[config.mk]
export PLATFORM = sky130hd
export DESIGN_NAME = bank_mapper_top
export DESIGN_NICKNAME = d
export VERILOG_FILES = /design/src/rtl/bank_mapper_pkg.sv /design/src/rtl/bank_mapper_wr_decode.sv /design/src/rtl/bank_mapper_chr_file.sv /design/src/rtl/bank_mapper_prg_file.sv /design/src/rtl/bank_mapper_top.sv
export SDC_FILE = /design/constraint.sdc
export NUM_CORES = 1
export LEC_CHECK = 0
export BUFFER_PORTS_ARGS = -buffer_cell sky130_fd_sc_hd__buf_2
export CAP_MARGIN = 20
export CORE_AREA = 2 2 95 97
export CTS_BUF_LIST = sky130_fd_sc_hd__clkbuf_8
export CTS_CLUSTER_SIZE = 14
export DETAILED_ROUTE_END_ITERATION = 7
export DIE_AREA = 0 0 97 99
export PLACE_DENSITY = 0.79
export SLEW_MARGIN = 20
export SYNTH_ARGS = -nofsm -noshare
export SYNTH_HDL_FRONTEND = slang
export SYNTH_SLANG_ARGS = --single-unit
[constraint.sdc]
create_clock -name clk -period 3.2 [get_ports clk]
set_clock_uncertainty 0.1 [all_clocks]
set_input_delay 0.32 -clock clk [delete_from_list [all_inputs] [get_ports clk]]
set_output_delay 0.32 -clock clk [all_outputs]
set_load 0.01 [all_outputs]
[src/rtl/bank_mapper_pkg.sv]
// Shared types and slot-targeting rules for the banked memory mapper.
// Assumes an 8-bit write data bus and fixed slot counts (8 pattern, 4 program).
package bank_mapper_pkg;

    localparam int CHR_SLOTS   = 8;
    localparam int PRG_SLOTS   = 4;
    localparam int CHR_SLOT_W  = $clog2(CHR_SLOTS);
    localparam int PRG_SLOT_W  = $clog2(PRG_SLOTS);
    localparam int DATA_W      = 8;

    localparam logic [3:0] IDX_PAIR_A  = 4'd0;
    localparam logic [3:0] IDX_PAIR_B  = 4'd1;
    localparam logic [3:0] IDX_ONE_0   = 4'd2;
    localparam logic [3:0] IDX_ONE_1   = 4'd3;
    localparam logic [3:0] IDX_ONE_2   = 4'd4;
    localparam logic [3:0] IDX_ONE_3   = 4'd5;
    localparam logic [3:0] IDX_PRG_0   = 4'd6;
    localparam logic [3:0] IDX_PRG_1   = 4'd7;
    localparam logic [3:0] IDX_ALT_S1  = 4'd8;
    localparam logic [3:0] IDX_ALT_S3  = 4'd9;
    localparam logic [3:0] IDX_PRG_2   = 4'd15;

    // Kind of bus write after address decode
    typedef enum logic [1:0] {
        WK_NONE   = 2'd0,
        WK_SELECT = 2'd1,
        WK_DATA   = 2'd2,
        WK_MIRROR = 2'd3
    } wr_kind_t;

    // Stored select byte: target index and the two placement flags
    typedef struct packed {
        logic [3:0] idx;
        logic       prg_swap;
        logic       chr_inv;
    } sel_t;

    // Pattern slot targeting: returns {hit, use_data_plus_one}
    function automatic logic [1:0] chr_target(input logic [3:0] idx,
                                              input logic       inv,
                                              input logic [2:0] slot);
        logic hit;
        logic inc;
        hit = 1'b0;
        inc = 1'b0;
        case (idx)
            IDX_PAIR_A, IDX_PAIR_B: begin
                hit = (slot[2] == inv) && (slot[1] == idx[0]);
                inc = slot[0];
            end
            IDX_ONE_0, IDX_ONE_1, IDX_ONE_2, IDX_ONE_3: begin
                hit = (slot == {~inv, 2'(idx - 4'd2)});
            end
            IDX_ALT_S1: hit = (slot == 3'd1);
            IDX_ALT_S3: hit = (slot == 3'd3);
            default:    hit = 1'b0;
        endcase
        return {hit, inc};
    endfunction

    // Program slot targeting: returns 1 when the slot is loaded
    function automatic logic prg_target(input logic [3:0] idx,
                                        input logic       swap,
                                        input logic [1:0] slot);
        logic hit;
        case (idx)
            IDX_PRG_0: hit = (slot == (swap ? 2'd1 : 2'd0));
            IDX_PRG_1: hit = (slot == (swap ? 2'd2 : 2'd1));
            IDX_PRG_2: hit = (slot == (swap ? 2'd0 : 2'd2));
            default:   hit = 1'b0;
        endcase
        return hit;
    endfunction

endpackage

[src/rtl/bank_mapper_wr_decode.sv]
// Decodes CPU writes and holds the select byte and the mirroring flag.
// Assumes cpu_wr is a single-cycle strobe; only bits 15..12 and 1..0 decode.
module bank_mapper_wr_decode
    import bank_mapper_pkg::*;
(
    input  logic        clk,
    input  logic        rst_n,
    input  logic        cpu_wr,
    input  logic [15:0] cpu_addr,
    input  logic [7:0]  cpu_wdata,
    output sel_t        sel,
    output logic        data_we,
    output logic        mirror_horiz
);

    wr_kind_t kind;
    sel_t     sel_q;
    logic     mirror_q;

    // Classify the current bus cycle
    always_comb begin
        kind = WK_NONE;
        if (cpu_wr && cpu_addr[15] && !cpu_addr[12] && !cpu_addr[1]) begin
            case ({cpu_addr[14:13], cpu_addr[0]})
                3'b000:  kind = WK_SELECT;
                3'b001:  kind = WK_DATA;
                3'b010:  kind = WK_MIRROR;
                default: kind = WK_NONE;
            endcase
        end
    end

    // Select byte register
    always_ff @(posedge clk) begin
        if (!rst_n) begin
            sel_q <= '0;
        end else if (kind == WK_SELECT) begin
            sel_q.idx      <= cpu_wdata[3:0];
            sel_q.prg_swap <= cpu_wdata[6];
            sel_q.chr_inv  <= cpu_wdata[7];
        end
    end

    // Mirroring flag register
    always_ff @(posedge clk) begin
        if (!rst_n) begin
            mirror_q <= 1'b0;
        end else if (kind == WK_MIRROR) begin
            mirror_q <= cpu_wdata[0];
        end
    end

    assign sel          = sel_q;
    assign data_we      = (kind == WK_DATA);
    assign mirror_horiz = mirror_q;

endmodule

[src/rtl/bank_mapper_chr_file.sv]
// Eight 1 KiB pattern bank slots, loaded at data-write time, read by slot.
// Assumes sel holds the index and flags stored before this write.
module bank_mapper_chr_file
    import bank_mapper_pkg::*;
#(
    parameter int BANK_W = 8
)(
    input  logic                  clk,
    input  logic                  rst_n,
    input  logic                  data_we,
    input  sel_t                  sel,
    input  logic [DATA_W-1:0]     wdata,
    input  logic [CHR_SLOT_W-1:0] rd_slot,
    output logic [BANK_W-1:0]     rd_bank
);

    logic [BANK_W-1:0] wval;
    logic [BANK_W-1:0] wval_inc;
    logic [CHR_SLOTS-1:0][BANK_W-1:0] slot_view;

    // Fit the write data to the bank width
    if (BANK_W == DATA_W) begin : g_fit_eq
        assign wval = wdata;
    end else if (BANK_W > DATA_W) begin : g_fit_ext
        assign wval = {{(BANK_W-DATA_W){1'b0}}, wdata};
    end else begin : g_fit_cut
        assign wval = wdata[BANK_W-1:0];
    end

    assign wval_inc = wval + BANK_W'(1);

    for (genvar s = 0; s < CHR_SLOTS; s++) begin : g_slot
        logic [1:0]        tgt;
        logic [BANK_W-1:0] bank_q;

        assign tgt = chr_target(sel.idx, sel.chr_inv, CHR_SLOT_W'(s));

        // Load this slot when the data write targets it
        always_ff @(posedge clk) begin
            if (!rst_n) begin
                bank_q <= BANK_W'(s);
            end else if (data_we && tgt[1]) begin
                bank_q <= tgt[0] ? wval_inc : wval;
            end
        end

        assign slot_view[s] = bank_q;
    end

    assign rd_bank = slot_view[rd_slot];

endmodule

[src/rtl/bank_mapper_prg_file.sv]
// Three switchable 8 KiB program slots plus one fixed to the last bank.
// Assumes the last bank number is all ones in BANK_W bits.
module bank_mapper_prg_file
    import bank_mapper_pkg::*;
#(
    parameter int BANK_W = 8
)(
    input  logic                  clk,
    input  logic                  rst_n,
    input  logic                  data_we,
    input  sel_t                  sel,
    input  logic [DATA_W-1:0]     wdata,
    input  logic [PRG_SLOT_W-1:0] rd_slot,
    output logic [BANK_W-1:0]     rd_bank
);

    localparam logic [BANK_W-1:0] LAST_BANK = '1;

    logic [BANK_W-1:0] wval;
    logic [PRG_SLOTS-1:0][BANK_W-1:0] slot_view;

    // Fit the write data to the bank width
    if (BANK_W == DATA_W) begin : g_fit_eq
        assign wval = wdata;
    end else if (BANK_W > DATA_W) begin : g_fit_ext
        assign wval = {{(BANK_W-DATA_W){1'b0}}, wdata};
    end else begin : g_fit_cut
        assign wval = wdata[BANK_W-1:0];
    end

    for (genvar s = 0; s < PRG_SLOTS; s++) begin : g_slot
        if (s == PRG_SLOTS - 1) begin : g_fixed
            assign slot_view[s] = LAST_BANK;
        end else begin : g_switch
            logic              hit;
            logic [BANK_W-1:0] bank_q;

            assign hit = prg_target(sel.idx, sel.prg_swap, PRG_SLOT_W'(s));

            // Load this slot when the data write targets it
            always_ff @(posedge clk) begin
                if (!rst_n) begin
                    bank_q <= LAST_BANK;
                end else if (data_we && hit) begin
                    bank_q <= wval;
                end
            end

            assign slot_view[s] = bank_q;
        end
    end

    assign rd_bank = slot_view[rd_slot];

endmodule

[src/rtl/bank_mapper_top.sv]
// Banked memory mapper: write decode, bank slot files and address extension.
// Assumes program translation is used only for cpu_addr in the upper 32 KiB.
module bank_mapper_top
    import bank_mapper_pkg::*;
#(
    parameter int PRG_BANK_W = 8,
    parameter int CHR_BANK_W = 8
)(
    input  logic                   clk,
    input  logic                   rst_n,
    input  logic                   cpu_wr,
    input  logic [15:0]            cpu_addr,
    input  logic [7:0]             cpu_wdata,
    input  logic [12:0]            ppu_addr,
    output logic [PRG_BANK_W+12:0] prg_addr,
    output logic [CHR_BANK_W+9:0]  chr_addr,
    output logic                   mirror_horiz
);

    localparam int PRG_OFF_W = 13;
    localparam int CHR_OFF_W = 10;

    sel_t                  sel;
    logic                  data_we;
    logic [PRG_BANK_W-1:0] prg_bank;
    logic [CHR_BANK_W-1:0] chr_bank;

    bank_mapper_wr_decode u_dec (
        .clk          (clk),
        .rst_n        (rst_n),
        .cpu_wr       (cpu_wr),
        .cpu_addr     (cpu_addr),
        .cpu_wdata    (cpu_wdata),
        .sel          (sel),
        .data_we      (data_we),
        .mirror_horiz (mirror_horiz)
    );

    bank_mapper_chr_file #(.BANK_W(CHR_BANK_W)) u_chr (
        .clk     (clk),
        .rst_n   (rst_n),
        .data_we (data_we),
        .sel     (sel),
        .wdata   (cpu_wdata),
        .rd_slot (ppu_addr[12:CHR_OFF_W]),
        .rd_bank (chr_bank)
    );

    bank_mapper_prg_file #(.BANK_W(PRG_BANK_W)) u_prg (
        .clk     (clk),
        .rst_n   (rst_n),
        .data_we (data_we),
        .sel     (sel),
        .wdata   (cpu_wdata),
        .rd_slot (cpu_addr[14:PRG_OFF_W]),
        .rd_bank (prg_bank)
    );

    // Extend the incoming offsets with the selected bank numbers
    assign prg_addr = {prg_bank, cpu_addr[PRG_OFF_W-1:0]};
    assign chr_addr = {chr_bank, ppu_addr[CHR_OFF_W-1:0]};

endmodule

==> results.sh <==
export IMPL_hold_class="input pin to flip-flop"
export IMPL_ys_flop_type="dfxtp_1"
export IMPL_synthTopCellsByArea="dfxtp_1 38%, mux2i_1 9.9%, mux4_2 7.3%"
export IMPL_synth_area_sq_um=4960
export IMPL_antenna_found_initial=0
export IMPL_p_per_area_nw_per_um2=419
export IMPL_leakagePower_nw=1.94
export IMPL_slew_headroom_pct=39.3
export IMPL_rr_endpoint="u_prg.g_slot[2].g_switch.bank_q[4]$_SDFFE_PN1P_"
export IMPL_ctsHtreeMaxLevel=3
export IMPL_fillers=720
export IMPL_ys_ff_latch=95
export IMPL_clockRootBuffer="clkbuf_8"
export IMPL_status="complete, no violations"
export IMPL_fin_util_pct=60.7
export IMPL_regToRegSetupSlack_ps=710
export IMPL_final_nets=550
export IMPL_core_area_sq_um=8550
export IMPL_final_common_cell="dfxtp_1"
export IMPL_die_w_microns=97
export IMPL_setup_violations=0
export IMPL_rows=34
export IMPL_synth_distinct_cells=54
export IMPL_endpoint="u_prg.g_slot[2].g_switch.bank_q[4]$_SDFFE_PN1P_"
export IMPL_dieArea_sq_um=9600
export IMPL_cts_tree="built"
export IMPL_min_period_over_period_pct=77.7
export IMPL_remaining_drc_errors=0
export IMPL_fmax_mhz=402
export IMPL_reg2regPathDepth=6
export IMPL_grt_max_degree=59
export IMPL_synthToLayoutAreaGrowth_pct=4.67
export IMPL_syn_area_per_cell_sq_um=9.53
export IMPL_ys_warn_count=0
export IMPL_clk_pin_slew_worst_paths_ps=90
export IMPL_drv_cap=0
export IMPL_synth_area_leader_cell="dfxtp_1"
export IMPL_mostFrequentLayoutCells="95 x dfxtp_1, 49 x mux2i_1, 39 x buf_2"
export IMPL_slew_viol_final=0
export IMPL_netlist_instances=520
export IMPL_initial_core_util_pct=58.0
export IMPL_tightest_slew_ps=886
export IMPL_start_kind="flip-flop"
export IMPL_numClockSinks=95
export IMPL_drive_gt1_share_pct=21.1
export IMPL_dpl_hpwl_mm=8.50
export IMPL_holdWs_ps=234
export IMPL_viasPerCell=6.64
export IMPL_hold_buffers=0
export IMPL_postRouteAntennaNets=0
export IMPL_cts_buffer_depth=2
export IMPL_final_seq_area_sq_um=1900
export IMPL_drt_iter0_drc=360
export IMPL_wl_mm=13.0
export IMPL_postSynthNetCount=562
export IMPL_ios=80
export IMPL_dp_slack_ps=735
export IMPL_path_class="flip-flop to flip-flop"
export IMPL_vias=4116
export IMPL_die_h_microns=99
export IMPL_synth_edff_count=0
export IMPL_cp_required_ps=3340
export IMPL_cp_end_kind="flip-flop"
export IMPL_drtPass1Iterations=5
export IMPL_crit_fanout=20
export IMPL_r2r_start="u_dec.sel[2]$_SDFFE_PN0N_"
export IMPL_startpoint="u_dec.sel[2]$_SDFFE_PN0N_"
export IMPL_post_cts_buffers=0
export IMPL_ys_async_sr_fraction_pct=0
export IMPL_place_area_sq_um=4980
export IMPL_worst_slack_ps=712
export IMPL_grt_use_total_pct=26.9
export IMPL_rsz0062_at_grt="no"
export IMPL_fin_area_sq_um=5190
export IMPL_n_antenna_cell=0
export IMPL_finalHoldViolCount=0
export IMPL_cts_resized_gates=0
export IMPL_ir_worst_vdd_uv=241
export IMPL_avgRoutedWirePerCell_microns=20.9
export IMPL_crit_arrival_ps=2630
export IMPL_cts_buffers=9
export IMPL_portBuffers=39
export IMPL_finalCriticalPeriod_ps=2490
export IMPL_multiInputGateArea_sq_um=2660
export IMPL_grt_ovfl_total=0
export IMPL_clock_latency_ps=360
export IMPL_grt_pass1_wl_mm=20.6
export IMPL_synth_top_area_share_pct=38.4
export IMPL_grt_pass1_vias=4017
export IMPL_fin_setup_tns_ps=0
export IMPL_ys_seq_area_share_pct=38.4
export IMPL_gp_congestion=0.892
==> synth_stat cells, types with 10 or more instances <==
master	n
nor2_1	24
buf_4	24
dfxtp_1	95
o21ai_0	31
a21oi_1	33
buf_2	13
mux4_2	16
mux2_2	18
nand2_1	36
clkbuf_1	29
nor3_1	10
nand3_1	29
mux2i_1	49
==> where the power goes <==
| part | switching [mW] | total [mW] | internal [mW] |
|---|---|---|---|
| registers | 0.00135 | 1.18 | 1.18 |
| clock network | 0.413 | 0.848 | 0.434 |
| logic | 0.0977 | 0.143 | 0.0458 |
| total | 0.512 | 2.17 | 1.66 |
==> kinds of logic (layout without fill, tap and decap cells) <==
| kind of cell | after synthesis | count (layout) | share of synthesized area (%) |
|---|---|---|---|
| fa+ha+maj | 2 | 2 | 0.505 |
| flops | 95 | 95 | 38.4 |
| compound gates | 114 | 114 | 15.1 |
| mux | 83 | 83 | 21.3 |
| xor+xnor | 8 | 8 | 1.41 |
| simple gates | 140 | 140 | 15.3 |
| buf+inv | 78 | 70 | 8.05 |
==> state kept, by name, indices dropped and copies added, names as in the netlist <==
| register | cells |
|---|---|
| u_chr.g_slot.bank_q | 64 |
| u_dec.mirror_horiz | 1 |
| u_dec.sel | 6 |
| u_prg.g_slot.g_switch.bank_q | 24 |
==> final cells by class <==
type	instances	area share, %
inverter	8	0.579
timing repair buffer	47	4.92
clock inverter	6	1.66
multi-input combinational	347	51.2
clock buffer	9	2.39
tap	108	2.60
sequential	95	36.7
==> worst min path at each step <==
stage	slack (ps)	to	cells past startpoint	start
floorplan	340	u_prg.g_slot[1].g_switch.bank_q[0]$_SDFFE_PN1P_	2	u_prg.g_slot[1].g_switch.bank_q[0]$_SDFFE_PN1P_
global placement	350	u_prg.g_slot[1].g_switch.bank_q[1]$_SDFFE_PN1P_	2	u_prg.g_slot[1].g_switch.bank_q[1]$_SDFFE_PN1P_
detailed placement	360	u_chr.g_slot[5].bank_q[0]$_SDFFE_PN1P_	2	u_chr.g_slot[5].bank_q[0]$_SDFFE_PN1P_
CTS	210	u_chr.g_slot[4].bank_q[7]$_SDFFE_PN0P_	3	cpu_wdata[7]
global route	250	u_chr.g_slot[4].bank_q[4]$_SDFFE_PN0P_	3	cpu_wdata[4]
finish	230	u_chr.g_slot[0].bank_q[7]$_SDFFE_PN0P_	3	cpu_wdata[7]
==> worst max-delay path: stages (launching register included) <==
cell and delay (ps):
dfxtp_1 740, nand4_1 190, ha_1 310, nand3_1 70, or4_1 650, mux2i_1 240
nand2_1 70
==> stage by stage <==
step / cells / total power, mW
floorplan: 520 / 1.34
global placement: 605 / 1.35
detailed placement: 605 / 1.35
CTS: 620 / 2.18
global route: 620 / 2.24
finish: 620 / 2.17
==> metal layers <==
metal	up-vias	track usage, %	share of wire [%]
met5	-	0	0
met4	0	12.6	2.8
met1	2006	33.7	40
li1	1862	-	-
met3	48	3.76	7.2
met2	200	46.3	50
Power figures use the tool's default switching activity.
